$ cat src/rtl/taskfile_pkg.sv
package taskfile_pkg;
  localparam int TF_ADDR_W   = 4;
  localparam int TF_WIDE_W   = 16;
  localparam int TF_NARROW_W = 8;
  localparam int TF_WIDE_IDX = 0;
  localparam int TF_SYNC_N   = 2;
endpackage

$ cat src/rtl/tf_strobe_sync.sv
module tf_strobe_sync #(
  parameter int  STAGES    = 2,
  parameter bit  EDGE_RISE = 1'b1
) (
  input  logic clk,
  input  logic rst,
  input  logic async_in,
  output logic early,
  output logic lvl,
  output logic edge_pulse
);
  logic [STAGES:0] chain;

  always_ff @(posedge clk) begin
    if (rst) chain <= '0;
    else     chain <= {chain[STAGES-1:0], async_in};
  end

  assign early = chain[0];
  assign lvl   = chain[STAGES-1];

  generate
    if (EDGE_RISE) begin : g_rise
      assign edge_pulse = chain[STAGES-1] & ~chain[STAGES];
    end else begin : g_fall
      assign edge_pulse = chain[STAGES] & ~chain[STAGES-1];
    end
  endgenerate
endmodule

$ cat src/rtl/tf_addr_decode.sv
module tf_addr_decode #(
  parameter int AW = 4
) (
  input  logic              en,
  input  logic [AW-1:0]     addr,
  output logic [(1<<AW)-1:0] sel
);
  localparam int LO  = AW / 2;
  localparam int HI  = AW - LO;
  localparam int NLO = 1 << LO;
  localparam int NHI = 1 << HI;

  logic [NHI-1:0] grp_en;

  generate
    for (genvar g = 0; g < NHI; g++) begin : g_grp
      assign grp_en[g] = en && (addr[AW-1:LO] == HI'(g));
      for (genvar k = 0; k < NLO; k++) begin : g_ent
        assign sel[g*NLO+k] = grp_en[g] && (addr[LO-1:0] == LO'(k));
      end
    end
  endgenerate
endmodule

$ cat src/rtl/tf_reg_slice.sv
module tf_reg_slice #(
  parameter int W = 8
) (
  input  logic         clk,
  input  logic         rst,
  input  logic         host_we,
  input  logic [W-1:0] host_d,
  input  logic         fw_we,
  input  logic [W-1:0] fw_d,
  output logic [W-1:0] q
);
  always_ff @(posedge clk) begin
    if (rst)          q <= '0;
    else if (host_we) q <= host_d;
    else if (fw_we)   q <= fw_d;
  end

  assert_host_wins_R7: assert property (@(posedge clk) disable iff (rst)
    (host_we && fw_we) |=> (q == $past(host_d)));

  assert_fw_store_R6: assert property (@(posedge clk) disable iff (rst)
    (fw_we && !host_we) |=> (q == $past(fw_d)));

  assert_hold_R9: assert property (@(posedge clk) disable iff (rst)
    (!host_we && !fw_we) |=> $stable(q));
endmodule

$ cat src/rtl/taskfile_bank.sv
module taskfile_bank
  import taskfile_pkg::*;
#(
  parameter int AW          = TF_ADDR_W,
  parameter int DW          = TF_WIDE_W,
  parameter int NW          = TF_NARROW_W,
  parameter int WIDE_IDX    = TF_WIDE_IDX,
  parameter int SYNC_STAGES = TF_SYNC_N
) (
  input  logic                 clk,
  input  logic                 rst,
  input  logic                 host_cs,
  input  logic                 host_rd,
  input  logic                 host_wr,
  input  logic [AW-1:0]        host_addr,
  input  logic [DW-1:0]        host_din,
  output logic [DW-1:0]        host_dout,
  output logic                 host_doe,
  input  logic                 fw_we,
  input  logic [AW-1:0]        fw_addr,
  input  logic [DW-1:0]        fw_wdata,
  output logic [DW-1:0]        fw_rdata,
  output logic [(1<<AW)-1:0]   host_wr_flag
);
  localparam int NREG = 1 << AW;

  // synchronized strobes
  logic rd_early, rd_lvl, rd_rise;
  logic wr_early, wr_lvl, wr_fall;

  tf_strobe_sync #(.STAGES(SYNC_STAGES), .EDGE_RISE(1'b1)) u_rd_sync (
    .clk(clk), .rst(rst), .async_in(host_rd),
    .early(rd_early), .lvl(rd_lvl), .edge_pulse(rd_rise));

  tf_strobe_sync #(.STAGES(SYNC_STAGES), .EDGE_RISE(1'b0)) u_wr_sync (
    .clk(clk), .rst(rst), .async_in(host_wr),
    .early(wr_early), .lvl(wr_lvl), .edge_pulse(wr_fall));

  // host bus sampled while a strobe is seen high
  logic            cap_cs;
  logic [AW-1:0]   cap_addr;
  logic [DW-1:0]   cap_data;

  always_ff @(posedge clk) begin
    if (rst) begin
      cap_cs   <= 1'b0;
      cap_addr <= '0;
      cap_data <= '0;
    end else if (rd_early || wr_early) begin
      cap_cs   <= host_cs;
      cap_addr <= host_addr;
      cap_data <= host_din;
    end
  end

  logic host_commit, rd_lead;
  assign host_commit = wr_fall && cap_cs;
  assign rd_lead     = rd_rise && cap_cs;

  // register selects
  logic [NREG-1:0] host_sel, fw_sel;

  tf_addr_decode #(.AW(AW)) u_host_dec (
    .en(host_commit), .addr(cap_addr), .sel(host_sel));

  tf_addr_decode #(.AW(AW)) u_fw_dec (
    .en(fw_we), .addr(fw_addr), .sel(fw_sel));

  // storage
  logic [DW-1:0] rd_arr [NREG];

  generate
    for (genvar i = 0; i < NREG; i++) begin : g_reg
      if (i == WIDE_IDX) begin : g_wide
        logic [DW-1:0] q;
        tf_reg_slice #(.W(DW)) u_slice (
          .clk(clk), .rst(rst),
          .host_we(host_sel[i]), .host_d(cap_data),
          .fw_we(fw_sel[i]),     .fw_d(fw_wdata),
          .q(q));
        assign rd_arr[i] = q;
      end else begin : g_narrow
        logic [NW-1:0] q;
        tf_reg_slice #(.W(NW)) u_slice (
          .clk(clk), .rst(rst),
          .host_we(host_sel[i]), .host_d(cap_data[NW-1:0]),
          .fw_we(fw_sel[i]),     .fw_d(fw_wdata[NW-1:0]),
          .q(q));
        assign rd_arr[i] = {{(DW-NW){1'b0}}, q};
      end
    end
  endgenerate

  // host read path and bus turnaround
  always_ff @(posedge clk) begin
    if (rst) begin
      host_dout <= '0;
      host_doe  <= 1'b0;
    end else if (rd_lead) begin
      host_dout <= rd_arr[cap_addr];
      host_doe  <= 1'b1;
    end else begin
      host_doe  <= host_doe && rd_lvl && !wr_lvl;
    end
  end

  // firmware read path and host write flags
  always_ff @(posedge clk) begin
    if (rst) begin
      fw_rdata     <= '0;
      host_wr_flag <= '0;
    end else begin
      fw_rdata     <= rd_arr[fw_addr];
      host_wr_flag <= host_sel;
    end
  end

  assert_reset_state_R1: assert property (@(posedge clk)
    rst |=> (!host_doe && fw_rdata == '0 && host_wr_flag == '0));

  assert_flag_single_R8: assert property (@(posedge clk) disable iff (rst)
    $onehot0(host_wr_flag));

  assert_oe_release_R5: assert property (@(posedge clk) disable iff (rst)
    (!rd_lvl) |=> !host_doe);

  assert_host_narrow_zero_R4: assert property (@(posedge clk) disable iff (rst)
    (rd_lead && cap_addr != AW'(WIDE_IDX)) |=> (host_dout[DW-1:NW] == '0));

  assert_fw_narrow_zero_R4: assert property (@(posedge clk) disable iff (rst)
    (fw_addr != AW'(WIDE_IDX)) |=> (fw_rdata[DW-1:NW] == '0));
endmodule

$ cat config.mk
export PLATFORM = sky130hd
export DESIGN_NAME = taskfile_bank
export DESIGN_NICKNAME = d
export VERILOG_FILES = /design/src/rtl/taskfile_pkg.sv /design/src/rtl/tf_strobe_sync.sv /design/src/rtl/tf_addr_decode.sv /design/src/rtl/tf_reg_slice.sv /design/src/rtl/taskfile_bank.sv
export SDC_FILE = /design/constraint.sdc
export NUM_CORES = 1
export LEC_CHECK = 0
export ABC_AREA = 1
export BUFFER_PORTS_ARGS = -buffer_cell sky130_fd_sc_hd__buf_4
export CORE_MARGIN = 3
export CORE_UTILIZATION = 60
export CTS_CLUSTER_SIZE = 20
export DETAILED_ROUTE_END_ITERATION = 7
export GPL_TIMING_DRIVEN = 0
export PLACE_DENSITY = 0.84
export SKIP_LAST_GASP = 1
export SLEW_MARGIN = 10
export SYNTH_ARGS = -nofsm -noshare
export SYNTH_HDL_FRONTEND = slang
export SYNTH_HIERARCHICAL = 1
export SYNTH_SLANG_ARGS = --single-unit
$ cat constraint.sdc
create_clock -name clk -period 1.9 [get_ports clk]
set_clock_uncertainty 0.2 [all_clocks]
set_input_delay 0.57 -clock clk [delete_from_list [all_inputs] [get_ports clk]]
set_output_delay 0.57 -clock clk [all_outputs]
set_load 0.005 [all_outputs]
# Yosys cells after proc, flatten, opt, wreduce, memory -nomap -nowiden
# Index checks and enable logic that the tools add are counted.
[classes]
n_reduce_logical = 66
eq_ne = 12
bitwise = 6
n_mux = 39
order_cmp = 2
[op_table]
columns = ["op", "count"]
rows = [
  ["8-bit 2-to-1 mux", 30],
  ["16-bit binary-select mux with 4-bit select", 2],
  ["16-bit 2-to-1 mux", 6],
  ["1-bit logical AND", 44],
  ["2-bit nonzero test", 16],
  ["2-bit == test (second input constant)", 8],
  ["5-bit >= comparator (second input constant)", 2],
  ["4-bit NOT with 5-bit output", 2],
  ["2-bit by 1-bit == test with 1-bit output (second input constant)", 4],
  ["2-bit logical NOT", 4],
  ["1-bit bitwise AND", 2],
  ["1-bit NOT", 2],
  ["1-bit logical NOT", 1],
  ["1-bit logical OR", 1],
  ["1-bit 2-to-1 mux", 1],
]
[word_totals]
input_bits = 46
ff_bits = 212
word_cells = 150
output_inout_bits = 49

# Depth between registers and ports, before layout
[depth]
depth_word = 6
mapped_depth = 13
ltp_nobuf = 11

# Modules after synthesis
# The synthesis kept the hierarchy.
[modules_own_cells]
columns = ["module", "area_each_um2", "seq_area_each_um2", "instances", "cells_per_inst"]
rows = [
  ["tf_reg_slice (g_reg[10].g_narrow.u_slice ...)", 409.1, 160.2, 15, 61],
  ["taskfile_bank", 4966.0, 1401.3, 1, 905],
  ["tf_reg_slice (g_reg[0].g_wide.u_slice)", 807.0, 320.3, 1, 122],
  ["tf_addr_decode", 112.6, 0.0, 2, 29],
  ["tf_strobe_sync (u_wr_sync)", 92.6, 60.1, 1, 11],
  ["tf_strobe_sync (u_rd_sync)", 86.3, 60.1, 1, 10],
]

# Worst setup path after synthesis
# OpenSTA, ideal clock, no wires.
[synth_path]
kind = "input port to flip-flop"
from = "input fw_addr[1]"
to = "register fw_rdata[1]"
arrival_ns = 1.330
setup_time_ns = 0.132
path_slack_ns = 0.238
path_buffers = 2
path_stages = 9
required_ns = 1.568
path_cell_list = "buf_2 > clkbuf_1 > nor2_1 > o21ai_1 > nand2_1 > nand2_1 > nand2_1 > inv_2 > a21oi_1"
[synth_between]
elab_chain_len = 4
[synth_rtl]
columns = ["item", "line", "source"]
rows = [
  ["start, declared", "taskfile_bank.sv:20", "input logic [AW-1:0] fw_addr,"],
  ["4-bit NOT with 5-bit output (implied by the code)", "taskfile_bank.sv:113", "fw_rdata <= rd_arr[fw_addr];"],
  ["16-bit binary-select mux with 4-bit select", "taskfile_bank.sv:113", ""],
  ["16-bit 2-to-1 mux (implied by the code) (2 in series)", "taskfile_bank.sv:113", ""],
  ["end signal, assigned", "taskfile_bank.sv:113", ""],
  ["end, declared", "taskfile_bank.sv:22", "output logic [DW-1:0] fw_rdata,"],
]
# No other way between the ends. The select of a mux whose other input is x is not followed.
# A chain may end at the register's enable or synchronous reset.

# Worst setup path in the final report
[layout_path]
from = "register cap_data[4]"
to = "register g_reg[9].g_narrow.u_slice.q[4]"
[layout_between]
elab_chain_len = 1
[layout_rtl]
columns = ["item", "line", "source"]
rows = [
  ["start, declared", "taskfile_bank.sv:42", "logic [DW-1:0] cap_data;"],
  ["start signal, assigned", "taskfile_bank.sv:52", "cap_data <= host_din;"],
  ["8-bit 2-to-1 mux", "tf_reg_slice.sv:14", "else if (host_we) q <= host_d;"],
  ["end signal, assigned", "tf_reg_slice.sv:14", ""],
  ["end signal, assigned", "tf_reg_slice.sv:15", "else if (fw_we) q <= fw_d;"],
  ["end, declared", "tf_reg_slice.sv:10", "output logic [W-1:0] q"],
]
# No other way between the ends.

==> impl_metrics.tcl <==
set metrics [dict create \
    outcome "finished with violations" \
    violations "design-rule violations, negative setup slack" \
    die_y_um 149.3 \
    final-hold-violation-count 0 \
    path_cells "nand2_1, nand3_2, nand2_2, inv_2" \
    tightestPinTransition_ps 1420 \
    antenna_left 0 \
    min_from "host_rd" \
    yosysSeqAreaShare 0.3446 \
    end_kind "register" \
    cts_hold_buffers 0 \
    max_stage_delay_ps 1270 \
    place_ws_ps -730.3 \
    r2r_end "g_reg[9].g_narrow.u_slice/q[4]" \
    vias 14730 \
    arrival_ps 2360 \
    fmax_mhz 478.5 \
    nFillCells 1424 \
    drt_first_pass_iters 8 \
    relSlewSlack 0.05178 \
    fin_crit_ps 2090 \
    holdCritPathClass "in -> reg" \
    cp-start-kind "register" \
    place.gp.congestion 0.9750 \
    cts.path.max_buffers 3 \
    synth_top_area_share 0.3446 \
    overflow 0 \
    route.met2.wl_mm 21.90 \
    cts_root_buffer "clkbuf_16" \
    clkSlewWorstSetupHoldPaths_ps 60 \
    hold_depth 3 \
    synth_cell_types 22 \
    reg2reg_from "cap_data[4]" \
    holdPathEnd "u_rd_sync/chain[0]" \
    p_clk_frac 0.445 \
    clock_latency_ps 550 \
    r2r_slack_ps -190 \
    area_growth_pct 23.15 \
    io_pins 95 \
    p_per_area_nw_per_um2 727.2 \
    num_rows 51 \
    met1_length_mm 18.48 \
    finalPower_uw 11030 \
    wire_per_inst_um 21.10 \
    fp.coreArea_um2 19780 \
    setup_viol 107 \
    seq_power_share 0.435 \
    antenna_found_initial 0 \
    topRoutingLayerUsed "met4" \
    cp_top_family "flip-flops" \
    synth_nets 2067 \
    setup_ws_ps -189.8 \
    cp.required_ps 2170 \
    die_area_um2 22280 \
    max_cap_viol_count 0 \
    yosys_warnings 6 \
    grt_setup_unrepaired "yes" \
    ys_ff_latch 212 \
    io_buffer_count 94 \
    routed_wl_mm 51.80 \
    postSynthAreaPerCell_um2 6.093 \
    grt_pass1_vias 12380 \
    vdd_drop_max_v 0.0009279 \
    drt_iter0_markers 2122 \
    final_cell_mix "nand2_1, nand3_1, nor2_1" \
    clock_sinks 212 \
    grt_pass1_wl_mm 69.58 \
    cts_made_buffers 23 \
    initial_core_util 0.6225 \
    viasPerCell 5.999 \
    critPathSlowestCell "dfxtp_1" \
    worstRegToRegCells 4 \
    finalCoreUtilization 0.7666 \
    swShare 0.2817 \
    final_cell_count_no_fill 2455 \
    power.internal_uw 7921 \
    cts_tree "built" \
    final_common_cell "nand2_1" \
    critPathKind "reg -> reg" \
    crit_path_max_fanout 17 \
    drive_gt1_frac 0.2016 \
    drc 8 \
    p_leak_uw 0.007838 \
    grt_max_degree 24 \
    h-tree-depth 1 \
    netlist_instances 2021 \
    share_comb_of_total_power 0.120 \
    yosysTopAreaCell "dfxtp_1" \
    die_x_um 149.3 \
    netSwitchingPower_uw 3106 \
    drv_slew 0 \
    yosys-top-cells-area "dfxtp_1, nand2_1, nand3_1" \
    nets 2219 \
    syn-cell-area_um2 12310 \
    dp_hpwl_mm 31.57 \
    grt.total_usage 0.4039 \
    wl_met3_mm 8.067 \
    dp.cells 2380 \
    cp.buffers_inverters 1 \
    fin_crit_sh 1.100 \
]
==> tightest hold or removal path: cells and delay by family <==
kind	cells	cell delay, ps
buffers and inverters	2	110
AND/OR/NAND/NOR	1	70
==> synthesized netlist by cell type (all sizes together) <==
library cell    n
clkbuf         15
inv           247
buf            79
nand2         740
nand3         360
clkinv          2
nor3            1
nand3b          1
a21oi          20
nor2          259
o21ai          85
dfxtp         212
==> layer usage <==
layer / global-route usage / vias up
met2: 0.6167 / 1254
li1: - / 6571
met5: 0 / -
met3: 0.1018 / 329
met4: 0.1689 / 0
met1: 0.5456 / 6573
==> logic make-up (layout without fill, tap and decap cells) <==
| logic type | after synthesis | after routing | synth area share |
|---|---|---|---|
| AO/OA/AOI/OAI | 105 | 105 | 0.04267 |
| AND/OR/NAND/NOR | 1361 | 1361 | 0.4780 |
| other | 0 | 2 | 0 |
| buffers and inverters | 343 | 510 | 0.1347 |
| flip-flops | 212 | 212 | 0.3446 |
==> area by class of cell <==
class	instances	area [µm²]	share of cell area
Multi-Input combinational cell	1466	6900	0.4550
Inverter	249	1026	0.06766
Sequential cell	212	4254	0.2805
Clock buffer	30	651.9	0.04299
Clock inverter	10	168.9	0.01114
Antenna cell	2	5.005	0.0003300
Timing Repair Buffer	127	1084	0.07145
Buffer	94	743.2	0.04901
Tap cell	265	331.6	0.02186
==> through the flow <==
step	setup TNS (ps)	hold WS [ps]	cell area, µm²
final	-6199	34.36	15160
after global routing	-12690	67.55	15160
after CTS	-298.9	35.91	14290
after detailed placement	-58920	207.9	13350
after global placement	-55180	206.1	13350
after floorplan	0	203.0	12310
==> power groups by stage <==
stage | combinational [µW] | clock [µW] | sequential, µW
finish | 1320 | 4910 | 4800
global placement | 1160 | 0 | 4850
global route | 1390 | 5070 | 4790
CTS | 1200 | 4870 | 4760
detailed placement | 1180 | 0 | 4850
floorplan | 712 | 0 | 4730
==> worst max-delay path by stage <==
stage | start | to | slack, ps | depth (start not counted)
after floorplan | fw_addr[1] | fw_rdata[1] | 240 | 9
after global placement | rst | host_dout[2] | -700 | 6
after detailed placement | rst | host_dout[1] | -730 | 6
after CTS | u_wr_sync/chain[1] | g_reg[12].g_narrow.u_slice/q[5] | -30 | 11
after global routing | u_wr_sync/chain[1] | g_reg[8].g_narrow.u_slice/q[6] | -180 | 12
final | cap_data[4] | g_reg[9].g_narrow.u_slice/q[4] | -190 | 4
==> flip-flops by register name, summed over array words and instances, names as in the netlist <==
| name | flops |
|---|---|
| host_doe | 1 |
| cap_cs | 1 |
| cap_addr | 4 |
| g.g_wide.u_slice/q | 16 |
| host_dout | 16 |
| u_rd_sync/chain | 3 |
| g.g_narrow.u_slice/q | 120 |
| cap_data | 16 |
| fw_rdata | 16 |
| u_wr_sync/chain | 3 |
| host_wr_flag | 16 |
==> repair_timing <==
item	in CTS	in global routing
endpoints found under the hold margin	0	0
cloned	0	2
setup buffers	2	29
setup endpoints to repair	161	159
gates resized for setup	26	167
pin swaps	3	69
(Power assumes the default switching activity.)
